**src/rtl/dac_pwr_pkg.sv**
```systemverilog
package dac_pwr_pkg;
  localparam int NCH = 2;

  typedef struct packed {
    logic en;
    logic term;
    logic valid;
  } ch_stat_t;

  function automatic int us_to_cyc(input int us, input int cyc_per_us);
    return us * cyc_per_us;
  endfunction
endpackage

```
**src/rtl/dac_bias_ctrl.sv**
```systemverilog
module dac_bias_ctrl (
  input  logic clk,
  input  logic rst_n,
  input  logic kill_i,
  input  logic wake_i,
  output logic bias_o
);
  always_ff @(posedge clk) begin
    if (!rst_n)      bias_o <= 1'b1;
    else if (kill_i) bias_o <= 1'b0;
    else if (wake_i) bias_o <= 1'b1;
  end
endmodule

```
**src/rtl/dac_chan_pwr.sv**
```systemverilog
module dac_chan_pwr #(
  parameter int DAC_CYC  = 100,
  parameter int FULL_CYC = 120,
  localparam int CW = $clog2(FULL_CYC + 1)
) (
  input  logic                  clk,
  input  logic                  rst_n,
  input  logic                  sleep_i,
  input  logic                  wake_i,
  input  logic                  term_i,
  input  logic                  bias_on_i,
  output dac_pwr_pkg::ch_stat_t stat_o
);
  logic          en_q, term_q;
  logic [CW-1:0] cnt_q;

  always_ff @(posedge clk) begin
    if (!rst_n) begin
      en_q   <= 1'b1;
      term_q <= 1'b1;
      cnt_q  <= CW'(FULL_CYC);
    end else if (sleep_i) begin
      en_q   <= 1'b0;
      term_q <= term_i;
      cnt_q  <= '0;
    end else if (wake_i && !en_q) begin
      en_q  <= 1'b1;
      cnt_q <= bias_on_i ? CW'(DAC_CYC) : CW'(FULL_CYC);
    end else if (en_q && cnt_q != '0) begin
      cnt_q <= cnt_q - 1'b1;
    end
  end

  always_comb begin
    stat_o.en    = en_q;
    stat_o.term  = term_q;
    stat_o.valid = en_q && (cnt_q == '0);
  end
endmodule

```
**src/rtl/dac_pwr_ctrl.sv**
```systemverilog
module dac_pwr_ctrl #(
  parameter int CYC_PER_US  = 125,
  parameter bit HIGH_SUPPLY = 1'b0
) (
  input  logic                       clk,
  input  logic                       rst_n,
  input  logic [dac_pwr_pkg::NCH-1:0] upd_i,
  input  logic [dac_pwr_pkg::NCH-1:0] shdn_i,
  input  logic                       shdn_all_i,
  input  logic                       full_pd_i,
  input  logic [dac_pwr_pkg::NCH-1:0] term_i,
  output logic [dac_pwr_pkg::NCH-1:0] ch_en_o,
  output logic [dac_pwr_pkg::NCH-1:0] ch_term_o,
  output logic [dac_pwr_pkg::NCH-1:0] ch_valid_o,
  output logic                       bias_en_o
);
  import dac_pwr_pkg::*;

  localparam int DAC_US   = HIGH_SUPPLY ? 60 : 50;
  localparam int FULL_US  = HIGH_SUPPLY ? 70 : 60;
  localparam int DAC_CYC  = us_to_cyc(DAC_US, CYC_PER_US);
  localparam int FULL_CYC = us_to_cyc(FULL_US, CYC_PER_US);

  logic [NCH-1:0] sleep, wake;
  ch_stat_t       stat [NCH];

  dac_bias_ctrl u_bias (
    .clk    (clk),
    .rst_n  (rst_n),
    .kill_i (full_pd_i),
    .wake_i (|wake),
    .bias_o (bias_en_o)
  );

  for (genvar k = 0; k < NCH; k++) begin : g_ch
    assign sleep[k] = full_pd_i | shdn_all_i | shdn_i[k];
    assign wake[k]  = upd_i[k] & ~sleep[k];

    dac_chan_pwr #(.DAC_CYC(DAC_CYC), .FULL_CYC(FULL_CYC)) u_ch (
      .clk       (clk),
      .rst_n     (rst_n),
      .sleep_i   (sleep[k]),
      .wake_i    (wake[k]),
      .term_i    (term_i[k]),
      .bias_on_i (bias_en_o),
      .stat_o    (stat[k])
    );

    assign ch_en_o[k]    = stat[k].en;
    assign ch_term_o[k]  = stat[k].term;
    assign ch_valid_o[k] = stat[k].valid;
  end
endmodule

```
**config.mk**
```make
export PLATFORM = sky130hd
export DESIGN_NAME = dac_pwr_ctrl
export DESIGN_NICKNAME = d
export VERILOG_FILES = /design/src/rtl/dac_pwr_pkg.sv /design/src/rtl/dac_bias_ctrl.sv /design/src/rtl/dac_chan_pwr.sv /design/src/rtl/dac_pwr_ctrl.sv
export SDC_FILE = /design/constraint.sdc
export NUM_CORES = 1
export LEC_CHECK = 0
export BUFFER_PORTS_ARGS = -buffer_cell sky130_fd_sc_hd__buf_2
export CAP_MARGIN = 20
export CORE_UTILIZATION = 40
export DETAILED_ROUTE_END_ITERATION = 10
export GPL_ROUTABILITY_DRIVEN = 0
export GPL_TIMING_DRIVEN = 0
export SKIP_LAST_GASP = 1
export SLEW_MARGIN = 20
export SYNTH_ARGS = -nofsm -noshare
export SYNTH_HDL_FRONTEND = slang
export SYNTH_HIERARCHICAL = 1
export SYNTH_SLANG_ARGS = --single-unit
```
**constraint.sdc**
```tcl
create_clock -name clk -period 3.2 [get_ports clk]
set_clock_uncertainty 0.15 [all_clocks]
set_input_delay 0.48 -clock clk [delete_from_list [all_inputs] [get_ports clk]]
set_output_delay 0.48 -clock clk [all_outputs]
set_load 0.005 [all_outputs]
```
==> run metrics <==
status=finished, final reports clean; GR Layer Usage met1=0.282; CP bufs+invs=2; part of the power in registers=0.476; Stages on worst setup path=4; Cells after Synth=230; count leader, synth=dfxtp_1; Worst Path Required=2.57 ns; DR WL/cell=15.5 um; Longest Clk Path Bufs=2; hold wc startpoint=rst_n; H-tree Lvls=2; Hold Path Stages=2; Crit path largest cell delay=0.49 ns; largest net degree at the start of global routing=11; Peak VDD IR=0.000240 V; RR Startpoint=g_ch[1].u_ch/cnt_q[0]; most instantiated cells after synthesis=31 x dfxtp_1, 18 x a21oi_1, 16 x o21ai_0, 14 x inv_1, 12 x nand2_1; Sink Count=31; Reg2Reg Depth=6; Max-Cap Viols=0; CTS buffer count=5; CTS root buffer=clkbuf_8; HPWL Detailed=3400 um; CTS tree=built; Comb pwr share=0.148; Int Power=657 uW; Antenna Violating Nets Remaining=0; CP cell instances=nor4_4, nand4_2, clkinv_1, buf_2; cts-stage hold buffer count=0; EDFF count, synth=0; Worst setup EP type=output port; post-CTS setup buffer count=0; initial antenna violation count=0; Final Max Tran Viols=0; FF-to-FF setup slack=1.04 ns; clk_lat worst skew=0.28 ns; post-place setup slack=0.697 ns; crit path DAT=1.77 ns; CP top delay family=simple AND/OR/NAND/NOR gates; final hold viol count=0; grt ovf=0; Final WS setup=0.798 ns; total wire length=4760 um; unrepaired setup endpoints after global routing=false; initial DRC count=148; average vias per placed instance=6.14; hold crit path type=primary input to flop; area growth from synthesis to layout=12.7%; layout cells sized above 1=0.189; synth top area cells=dfxtp_1 32%, a21oi_1 4.6%, o311ai_0 4.5%, nor4_4 4.4%, o21ai_0 4.1%; Post-synth ARST share=0; Unique masters post-synth=45; Max Freq=0.416 GHz; Die X=71.7 um; core area=4690 um^2; Mapped Nets=244; Reg clk slew, reported paths=0.06 ns; Syn. warnings=6; cell area after synthesis=1950 um^2; Pleak=0.000803 uW; minimum clock period=2.40 ns; Final Cycle Share=0.751; Seq/Total Area, Yosys=0.319; DR vias=1,890; share of the synthesized area in the top cell type=0.319; area leader, netlist=dfxtp_1; Setup TNS=0 ns; first-pass GRT wire length=8020 um; GRT Util Overall=0.198; global-route track usage on met2=0.290; slowest CP cell=nor4_4; first-pass iteration count of the detailed router=4; Final setup viols=0; die footprint=5150 um^2; drt drc=0; P_sw=246 uW; Die Height=71.7 um; prevailing post-synth register cell=dfxtp_1; Critical Path Start Type=flop; IO buf count=16; sw frac=0.272; Ant. Diodes=0; Most Crowded Layer GR=met2; io pins=17; Initial Utilization=0.415; power density over the cells=412 nW/um^2; post_cts resized=0; number of global-route vias before repair=1,693; syn avg cell area=8.46 um^2; kind of critical path=flop to output port; num rows=25; synthesis-stage register bit count=31; Max-slew headroom=0.439; Clock Power Share=0.376; met3 Resource Use GR=0.0464; crit-path max FO=10; Slew @ Worst Pin=0.840 ns; Reg-to-Reg End=g_ch[1].u_ch/cnt_q[8]; Hold EP=u_bias/bias_o; fin nets=267
## cells by family (layout without fill, tap and decap cells)
group,after synthesis,count (layout),share of synthesized area
buffers and inverters,26,50,0.0579
multiplexers,2,2,0.0103
AO/OA/AOI/OAI,80,80,0.288
XOR/XNOR,2,2,0.00900
AND/OR/NAND/NOR,85,85,0.290
adder cells (fa/ha/maj),4,4,0.0257
flip-flops,31,31,0.319
## power groups by stage
stage	sequential [uW]	combinational [uW]	clock, uW
floorplan	432	96.7	0
global placement	438	132	0
detailed placement	438	131	0
CTS	430	132	350
global route	433	148	366
finish	430	134	339
## worst reg2reg max path: cells and delay by family, from the launching register on
| family | cells | cell delay [ns] |
|---|---|---|
| AOI/OAI and AO/OA | 2 | 0.32 |
| DFF | 1 | 0.35 |
| adders and majority gates | 1 | 0.21 |
| buffers and inverters | 1 | 0.11 |
| and+or+nand+nor | 2 | 0.88 |
## sequential cells by signal (all words and copies together), names as in the netlist
register and cells:
u_bias/bias_o 1, g_ch.u_ch/term_q 2, g_ch.u_ch/en_q 2, g_ch.u_ch/cnt_q 26
## final cells by class
cell class | instances | area (um^2)
Clock buffer | 8 | 100
Sequential cell | 31 | 621
Multi-Input combinational cell | 173 | 1210
Inverter | 16 | 60.1
Buffer | 10 | 52.6
Tap cell | 54 | 67.6
Fill cell | 463 | 2500
Timing Repair Buffer | 16 | 80.1
## metal layers
| metal | wire (um) | share of wire | up-vias |
|---|---|---|---|
| li1 | - | - | 930 |
| met1 | 2300 | 0.48 | 880 |
| met2 | 2040 | 0.43 | 76 |
| met3 | 374 | 0.079 | 4 |
| met4 | 42 | 0.0088 | 0 |
| met5 | 0 | 0 | - |
## worst max path at each step
stage	startpoint	endpoint
4_1_cts	g_ch[1].u_ch/cnt_q[7]	ch_valid_o[1]
6_report	g_ch[0].u_ch/cnt_q[7]	ch_valid_o[0]
5_1_grt	g_ch[1].u_ch/cnt_q[7]	ch_valid_o[1]
3_3_place_gp	shdn_i[0]	g_ch[0].u_ch/cnt_q[2]
2_1_floorplan	shdn_i[0]	g_ch[0].u_ch/cnt_q[2]
3_5_place_dp	shdn_i[0]	g_ch[0].u_ch/cnt_q[2]
## stage by stage
step / instances / util / hold WS, ns / area [um^2] / power, uW
after floorplan: 230 / - / 0.293 / 1950 / 529
after detailed placement: 300 / 0.446 / 0.313 / 2090 / 570
after global routing: 308 / 0.467 / 0.268 / 2190 / 947
after CTS: 308 / 0.467 / 0.253 / 2190 / 911
final: 308 / 0.467 / 0.263 / 2190 / 903
after global placement: 300 / 0.446 / 0.308 / 2090 / 570
## placed cells by master (no fill, tap or decap), drive strengths merged, types with 8 or more instances in the layout
cell type and n:
buf 20, dfxtp 31, o21ai 17, a21oi 18, o311ai 10, clkbuf 14, nor2 11, nand2 14
nand3 10, or3 8, nor3 8, inv 14
Note: power is estimated with default switching activity, not from simulation.
